==> config.mk <==
export PLATFORM = sky130hd
export DESIGN_NAME = adc_dma_seq
export DESIGN_NICKNAME = d
export VERILOG_FILES = /design/src/rtl/adc_dma_pkg.sv /design/src/rtl/dma_addr_gen.sv /design/src/rtl/ext_port_gate.sv /design/src/rtl/dma_cycle_ctrl.sv /design/src/rtl/adc_dma_seq.sv
export SDC_FILE = /design/constraint.sdc
export NUM_CORES = 1
export LEC_CHECK = 0
export BUFFER_PORTS_ARGS = -buffer_cell sky130_fd_sc_hd__buf_4
export CAP_MARGIN = 30
export CORE_AREA = 3 3 102 104
export CTS_BUF_LIST = sky130_fd_sc_hd__clkbuf_4
export CTS_CLUSTER_SIZE = 30
export DETAILED_ROUTE_END_ITERATION = 10
export DIE_AREA = 0 0 105 107
export GPL_ROUTABILITY_DRIVEN = 0
export PLACE_DENSITY = 0.65
export SLEW_MARGIN = 15
export SYNTH_ARGS = -nofsm -noshare
export SYNTH_HDL_FRONTEND = slang
export SYNTH_SLANG_ARGS = --single-unit
==> constraint.sdc <==
create_clock -name clk -period 2.75 [get_ports clk]
set_input_delay 0.6875 -clock clk [delete_from_list [all_inputs] [get_ports clk]]
set_output_delay 0.6875 -clock clk [all_outputs]
set_load 0.02 [all_outputs]
==> src/rtl/adc_dma_pkg.sv <==
// Shared definitions for the converter-to-memory transfer sequencer.
// Assumes: one step walks the states in declaration order, LAUNCH to WAIT.
package adc_dma_pkg;
    typedef enum logic [2:0] {
        ST_IDLE,
        ST_LAUNCH,
        ST_WRITE,
        ST_READ,
        ST_CAPT,
        ST_WAIT
    } dma_state_e;
endpackage

==> src/rtl/dma_addr_gen.sv <==
// Read and write address counters, and the remaining-read count.
// At load it also records whether the region lies wholly in internal memory.
// Assumes: load happens only while the sequencer is idle.
module dma_addr_gen #(
    parameter int ADDR_W    = 8,
    parameter int LEN_W     = 8,
    parameter int INT_WORDS = 64
) (
    input  logic              clk,
    input  logic              rst_n,
    input  logic              load,
    input  logic [ADDR_W-1:0] start_addr,
    input  logic [LEN_W-1:0]  xfer_len,
    input  logic              rd_step,
    input  logic              wr_step,
    output logic [ADDR_W-1:0] rd_addr,
    output logic [ADDR_W-1:0] wr_addr,
    output logic              reads_done,
    output logic              region_int
);
    localparam int SUM_W = ((ADDR_W > LEN_W) ? ADDR_W : LEN_W) + 1;

    logic [LEN_W-1:0] reads_left;
    logic [SUM_W-1:0] region_end;

    // Purpose: one past the last word of the requested region.
    always_comb region_end = SUM_W'(start_addr) + SUM_W'(xfer_len);

    assign reads_done = (reads_left == '0);

    // Purpose: load the counters at start, then step them per access.
    always_ff @(posedge clk) begin
        if (!rst_n) begin
            rd_addr    <= '0;
            wr_addr    <= '0;
            reads_left <= '0;
            region_int <= 1'b0;
        end else if (load) begin
            rd_addr    <= start_addr;
            wr_addr    <= start_addr;
            reads_left <= xfer_len;
            region_int <= (region_end <= SUM_W'(INT_WORDS));
        end else begin
            if (rd_step) begin
                rd_addr    <= rd_addr + 1'b1;
                reads_left <= reads_left - 1'b1;
            end
            if (wr_step) begin
                wr_addr <= wr_addr + 1'b1;
            end
        end
    end
endmodule

==> src/rtl/ext_port_gate.sv <==
// Passes processor requests to the external port unless a transfer owns it.
// Assumes: the processor treats cpu_ack as completion and never waits on the port.
module ext_port_gate #(
    parameter int ADDR_W = 8,
    parameter int WORD_W = 16
) (
    input  logic              active,
    input  logic              region_int,
    input  logic              cpu_req,
    input  logic              cpu_we,
    input  logic [ADDR_W-1:0] cpu_addr,
    input  logic [WORD_W-1:0] cpu_wdata,
    output logic              cpu_ack,
    output logic              ext_en,
    output logic              ext_we,
    output logic [ADDR_W-1:0] ext_addr,
    output logic [WORD_W-1:0] ext_wdata,
    output logic              ext_block
);
    // Purpose: suppress strobes during an external-region transfer.
    always_comb begin
        ext_block = active && !region_int;
        ext_en    = cpu_req && !ext_block;
        ext_we    = cpu_we && cpu_req && !ext_block;
        ext_addr  = cpu_addr;
        ext_wdata = cpu_wdata;
        cpu_ack   = cpu_req;
    end
endmodule

==> src/rtl/dma_cycle_ctrl.sv <==
// Step sequencer. Each step launches the pending conversion, writes the
// previous result, reads the next code, and then waits for the converter.
// A three-deep pipeline of valid flags decides when the transfer has drained.
// Assumes: memory read data arrives one clock after the read, and adc_done
// comes at least one clock after adc_start.
module dma_cycle_ctrl
    import adc_dma_pkg::*;
#(
    parameter int CH_W  = 4,
    parameter int RES_W = 12
) (
    input  logic                  clk,
    input  logic                  rst_n,
    input  logic                  start,
    input  logic                  irq_clr,
    input  logic                  reads_done,
    input  logic [CH_W-1:0]       mem_code,
    input  logic                  adc_done,
    input  logic [RES_W-1:0]      adc_data,
    output logic                  active,
    output logic                  load,
    output logic                  rd_step,
    output logic                  wr_step,
    output logic                  mem_en,
    output logic                  mem_we,
    output logic [CH_W+RES_W-1:0] mem_wdata,
    output logic                  adc_start,
    output logic [CH_W-1:0]       adc_chan,
    output logic                  irq
);
    dma_state_e       state;
    logic             conv_v, inflight, res_got, wr_v, fetch_v, rd_pend, stop_seen;
    logic [CH_W-1:0]  conv_id, wr_id, fetch_id;
    logic [RES_W-1:0] res_val, wr_res, res_now;
    logic             do_rd, do_wr, got, cycle_end, drained;

    // Purpose: per-state strobes and the end-of-step decision.
    always_comb begin
        active    = (state != ST_IDLE);
        load      = (state == ST_IDLE) && start;
        adc_start = (state == ST_LAUNCH) && conv_v;
        adc_chan  = conv_id;
        do_wr     = (state == ST_WRITE) && wr_v;
        do_rd     = (state == ST_READ) && !reads_done && !stop_seen;
        mem_en    = do_wr || do_rd;
        mem_we    = do_wr;
        mem_wdata = {wr_id, wr_res};
        rd_step   = do_rd;
        wr_step   = do_wr;
        got       = res_got || adc_done;
        res_now   = res_got ? res_val : adc_data;
        cycle_end = (state == ST_WAIT) && (!inflight || got);
        drained   = !inflight && !fetch_v && (reads_done || stop_seen);
    end

    // Purpose: walk the step states and advance the three-stage pipeline.
    always_ff @(posedge clk) begin
        if (!rst_n) begin
            state     <= ST_IDLE;
            conv_v    <= 1'b0;
            conv_id   <= '0;
            inflight  <= 1'b0;
            res_got   <= 1'b0;
            res_val   <= '0;
            wr_v      <= 1'b0;
            wr_id     <= '0;
            wr_res    <= '0;
            fetch_v   <= 1'b0;
            fetch_id  <= '0;
            rd_pend   <= 1'b0;
            stop_seen <= 1'b0;
        end else begin
            if (inflight && adc_done && !res_got) begin
                res_got <= 1'b1;
                res_val <= adc_data;
            end
            unique case (state)
                ST_IDLE: if (start) begin
                    conv_v    <= 1'b0;
                    wr_v      <= 1'b0;
                    fetch_v   <= 1'b0;
                    stop_seen <= 1'b0;
                    inflight  <= 1'b0;
                    state     <= ST_LAUNCH;
                end
                ST_LAUNCH: begin
                    inflight <= conv_v;
                    res_got  <= 1'b0;
                    state    <= ST_WRITE;
                end
                ST_WRITE: state <= ST_READ;
                ST_READ: begin
                    rd_pend <= do_rd;
                    state   <= ST_CAPT;
                end
                ST_CAPT: begin
                    if (rd_pend) begin
                        if (&mem_code) begin
                            stop_seen <= 1'b1;
                        end else begin
                            fetch_v  <= 1'b1;
                            fetch_id <= mem_code;
                        end
                    end
                    rd_pend <= 1'b0;
                    state   <= ST_WAIT;
                end
                ST_WAIT: if (cycle_end) begin
                    wr_v     <= inflight;
                    wr_id    <= conv_id;
                    wr_res   <= res_now;
                    conv_v   <= fetch_v;
                    conv_id  <= fetch_id;
                    fetch_v  <= 1'b0;
                    inflight <= 1'b0;
                    res_got  <= 1'b0;
                    state    <= drained ? ST_IDLE : ST_LAUNCH;
                end
                default: state <= ST_IDLE;
            endcase
        end
    end

    // Purpose: sticky completion flag; setting wins over clearing.
    always_ff @(posedge clk) begin
        if (!rst_n) begin
            irq <= 1'b0;
        end else if (cycle_end && drained) begin
            irq <= 1'b1;
        end else if (irq_clr) begin
            irq <= 1'b0;
        end
    end
endmodule

==> src/rtl/adc_dma_seq.sv <==
// Top of the converter-to-memory transfer sequencer. It joins the step
// controller, the address counters and the external-port gate.
// Assumes: the whole block is clocked from the converter clock domain.
module adc_dma_seq #(
    parameter int ADDR_W    = 8,
    parameter int LEN_W     = 8,
    parameter int CH_W      = 4,
    parameter int RES_W     = 12,
    parameter int INT_WORDS = 64
) (
    input  logic                  clk,
    input  logic                  rst_n,
    input  logic                  start,
    input  logic [ADDR_W-1:0]     start_addr,
    input  logic [LEN_W-1:0]      xfer_len,
    input  logic                  irq_clr,
    output logic                  mem_en,
    output logic                  mem_we,
    output logic [ADDR_W-1:0]     mem_addr,
    output logic [CH_W+RES_W-1:0] mem_wdata,
    input  logic [CH_W+RES_W-1:0] mem_rdata,
    output logic                  adc_start,
    output logic [CH_W-1:0]       adc_chan,
    input  logic                  adc_done,
    input  logic [RES_W-1:0]      adc_data,
    input  logic                  cpu_req,
    input  logic                  cpu_we,
    input  logic [ADDR_W-1:0]     cpu_addr,
    input  logic [CH_W+RES_W-1:0] cpu_wdata,
    output logic                  cpu_ack,
    output logic                  ext_en,
    output logic                  ext_we,
    output logic [ADDR_W-1:0]     ext_addr,
    output logic [CH_W+RES_W-1:0] ext_wdata,
    output logic                  ext_block,
    output logic                  irq
);
    localparam int WORD_W = CH_W + RES_W;

    logic              dma_active, load, rd_step, wr_step, reads_done, region_int;
    logic [ADDR_W-1:0] rd_addr, wr_addr;
    logic              rdata_unused;

    assign rdata_unused = ^mem_rdata[WORD_W-1:CH_W];

    // Purpose: writes use the write counter, reads use the read counter.
    always_comb mem_addr = mem_we ? wr_addr : rd_addr;

    dma_cycle_ctrl #(.CH_W(CH_W), .RES_W(RES_W)) u_ctrl (
        .clk        (clk),
        .rst_n      (rst_n),
        .start      (start),
        .irq_clr    (irq_clr),
        .reads_done (reads_done),
        .mem_code   (mem_rdata[CH_W-1:0]),
        .adc_done   (adc_done),
        .adc_data   (adc_data),
        .active     (dma_active),
        .load       (load),
        .rd_step    (rd_step),
        .wr_step    (wr_step),
        .mem_en     (mem_en),
        .mem_we     (mem_we),
        .mem_wdata  (mem_wdata),
        .adc_start  (adc_start),
        .adc_chan   (adc_chan),
        .irq        (irq)
    );

    dma_addr_gen #(.ADDR_W(ADDR_W), .LEN_W(LEN_W), .INT_WORDS(INT_WORDS)) u_addr (
        .clk        (clk),
        .rst_n      (rst_n),
        .load       (load),
        .start_addr (start_addr),
        .xfer_len   (xfer_len),
        .rd_step    (rd_step),
        .wr_step    (wr_step),
        .rd_addr    (rd_addr),
        .wr_addr    (wr_addr),
        .reads_done (reads_done),
        .region_int (region_int)
    );

    ext_port_gate #(.ADDR_W(ADDR_W), .WORD_W(WORD_W)) u_gate (
        .active     (dma_active),
        .region_int (region_int),
        .cpu_req    (cpu_req),
        .cpu_we     (cpu_we),
        .cpu_addr   (cpu_addr),
        .cpu_wdata  (cpu_wdata),
        .cpu_ack    (cpu_ack),
        .ext_en     (ext_en),
        .ext_we     (ext_we),
        .ext_addr   (ext_addr),
        .ext_wdata  (ext_wdata),
        .ext_block  (ext_block)
    );
endmodule

==> run_results.csv <==
group,metric,value,unit
timing,tightest_slew,842,ps
yosys,async_reset_ff_share,0,%
yosys,synth_edf_count,0,
yosys,ys_top_cells_by_count,"dfxtp_1 (72), nand2_1 (66), a21oi_1 (40)",
worst_setup_path,rrSetupSlack,780,ps
worst_setup_path,startpoint_type,"flop",
yosys,synth.top_cell.area_share,38.3,%
worst_setup_path,critical_path_buf_inv_count,2,
worst_setup_path,startpoint,"u_addr.reads_left[1]$_SDFFE_PN0P_",
worst_setup_path,crit_family,"simple AND/OR/NAND/NOR gates",
routing,drt_wl_total,9.14,mm
yosys,synthFlopType,"dfxtp_1",
worst_setup_path,arrival,1940,ps
place,portBuffers,74,
global_route,grt_pass1_wl,14.7,mm
die,num_rows,36,
hold_path,holdPathEnd,"u_ctrl.adc_chan[0]$_SDFFE_PN0P_",
clock_tree,worstSkewPairLatency,420,ps
power,ir_worst_vdd,0.277,mV
status,status,"complete, no violations",
finish,syn_to_final_growth,20.4,%
global_route,grt_pass1_vias,3112,
routing,avgRoutedWirePerCell,14.4,µm
finish,fin_cells,634,
die,fp.dieH,107,µm
worst_setup_path,cp_slowest_cell,"or3b_4",
worst_setup_path,required,2060,ps
worst_setup_path,worstRegToRegCells,6,
timing,clock.fmax,381,MHz
worst_setup_path,crit_type,"flop to primary output",
clock_tree,clk_path_buf_depth,2,
clock_tree,clock-root-buffer,"clkbuf_4",
timing,drv_slew,0,
worst_setup_path,reg2reg_from,"u_ctrl.state[1]$_SDFFE_PN0P_",
die,die_w,105,µm
routing,via_per_inst,5.07,
power,finalPower,2.65,mW
yosys,synth_seq_area_share,38.3,%
yosys,synth-seq-cells,72,
worst_setup_path,path_cells,"inv_2 > ha_4 > or3b_4 > o21a_4 > or2_4 > buf_6",
yosys,synth.most_common_cell,"dfxtp_1",
routing,ant_nets,0,
power,powerDensity,584,nW/µm²
timing,fin_crit_sh,95.5,%
global_route,grt_max_degree,42,
finish,postLayoutCellArea,4530,µm²
worst_setup_path,crit_path_max_fanout,3,
finish,seqCellArea,1450,µm²
timing,setup_ws,124,ps
die,core_area,9640,µm²
timing,min_period,2630,ps
clock_tree,htreeDepth,3,
worst_setup_path,cp.depth,6,
timing,rsz0062_at_grt,"false",
clock_tree,cts_tree,"done",
place,dp_cells,615,
hold_path,worstHoldPathCells,2,
finish,nets,583,
yosys,netlist_instances,448,
hold_path,min_from,"u_ctrl.fetch_id[0]$_SDFFE_PN0P_",
yosys,yosysWarnings,0,
clock_tree,cts_buffers,9,
clock_tree,clkSinkCount,72,
timing,final-hold-violation-count,0,
hold_path,hold_path.class,"flop to flop",
timing,hold_slack,452,ps
worst_setup_path,cp-end-kind,"primary output",
timing,max_slew_margin,43.6,%
finish,n_fill_cell,967,
yosys,synth_nets,535,
die,num_io_pins,135,
yosys,yosysUniqueCellTypes,53,
clock_tree,clk_pin_slew_worst_paths,130,ps
global_route,track_usage,16.1,%
routing,drt_iter0_markers,200,
yosys,synth_area_per_cell,8.40,µm²
clock_tree,ctsHoldBuffers,0,
power,p_leak,1.78,nW
timing,setup_tns,0,ps
finish,post_route_cells_drive_above_1_share,26.3,%
yosys,synth.area.top_cells,"dfxtp_1 (38%), nand2_1 (6.6%), a21oi_1 (5.3%), buf_4 (5.0%), mux2i_1 (4.5%)",
place,dpl_cell_area,4280,µm²
worst_setup_path,critPathMaxStageDelay,390,ps
routing,dr.pass1.iters,4,
routing,vias,3217,
place,hpwl,6.56,mm
die,start_util,39.1,%
timing,report.final.setup_viol,0,
yosys,synth.largest_area_cell,"dfxtp_1",
worst_setup_path,rr_endpoint,"u_addr.region_int$_SDFFE_PN0P_",
global_route,gr-total-overflow,0,
global_route,antenna_found_initial,0,
routing,drc_errors,0,
yosys,netlist_area,3760,µm²
finish,multiInputGateArea,2030,µm²
timing,fin_skew,16.5,ps
place,dp_slack,357,ps
finish,n_antenna_cell,0,
die,dieArea,11200,µm²
finish,fin_util,47.0,%
flow_run,max-cap-violations,0,
==> how the worst max path moves through the flow <==
stage / end / slack (ps)
CTS: mem_en / 7
detailed placement: u_addr.region_int$_SDFFE_PN0P_ / 360
finish: mem_en / 120
floorplan: mem_en / 360
global placement: u_addr.region_int$_SDFFE_PN0P_ / 380
global route: mem_addr[1] / 10
==> routing by layer <==
| metal | global-route usage, % | vias up | wire [µm] | share of wire [%] |
|---|---|---|---|---|
| met5 | 0 | - | 0 | 0 |
| met3 | 5.24 | 6 | 477 | 5.2 |
| met4 | 4.87 | 0 | 64 | 0.70 |
| li1 | - | 1630 | - | - |
| met1 | 19.6 | 1509 | 4230 | 46 |
| met2 | 26.9 | 72 | 4370 | 48 |
==> layout make-up <==
cell class | count | share of cell area (%)
sequential | 72 | 32.0
timing repair buffer | 88 | 14.7
clock inverter | 7 | 2.76
clock buffer | 9 | 1.49
tap | 133 | 3.67
multi-input combinational | 318 | 44.8
inverter | 7 | 0.580
==> registers in the layout, indices dropped and copies added, names as in the netlist <==
| signal | flops |
|---|---|
| u_ctrl.res_val | 12 |
| u_ctrl.wr_res | 12 |
| u_addr.rd_addr | 8 |
| u_addr.reads_left | 8 |
| u_addr.wr_addr | 8 |
| u_ctrl.adc_chan | 4 |
| u_ctrl.fetch_id | 4 |
| u_ctrl.wr_id | 4 |
| u_ctrl.state | 3 |
| u_addr.region_int | 1 |
| u_ctrl.conv_v | 1 |
| u_ctrl.fetch_v | 1 |
| u_ctrl.inflight | 1 |
| u_ctrl.irq | 1 |
| u_ctrl.rd_pend | 1 |
| u_ctrl.res_got | 1 |
| u_ctrl.stop_seen | 1 |
| u_ctrl.wr_v | 1 |
==> cell usage in the layout, fill, tap and decap left out, types with 10 or more instances in the layout <==
cell / count
a21oi_1: 40
buf_4: 87
nand2_1: 66
ha_1: 10
dfxtp_1: 66
a211oi_1: 12
o21ai_0: 22
nor2_1: 35
mux2i_1: 17
a21boi_0: 11
xor2_1: 14
==> logic make-up after synthesis <==
group                      after synthesis  synth area share, %
AOI/OAI and AO/OA                      105                 17.2
xor gates and xnor gates                22                 5.12
adders and majority gates               12                 4.19
buffers and inverters                   58                 8.77
DFF                                     72                 38.3
muxes                                   25                 6.91
and+or+nand+nor                        154                 19.5
==> worst reg2reg max path, stage by stage (launching register included) <==
cell	delay, ps
dfxtp_1	330
buf_4	170
or4b_1	640
nor3_2	200
nand2_1	70
a221o_1	310
a32oi_1	190
==> timing repair <==
item / 4_1_cts / 5_1_grt
pin swaps: 0 / 2
hold endpoints to repair: 0 / 0
gates resized for setup: 3 / 12
endpoints found under the setup margin: 1 / 10
buffers inserted: 1 / 2
==> report_power, final <==
group	internal, mW	leakage, nW	switching (mW)	total, mW
clock network	0.471	0.102	0.416	0.887
registers	1.11	0.588	0.0744	1.19
logic	0.267	1.09	0.304	0.571
Note: power is estimated with default switching activity, not from simulation.
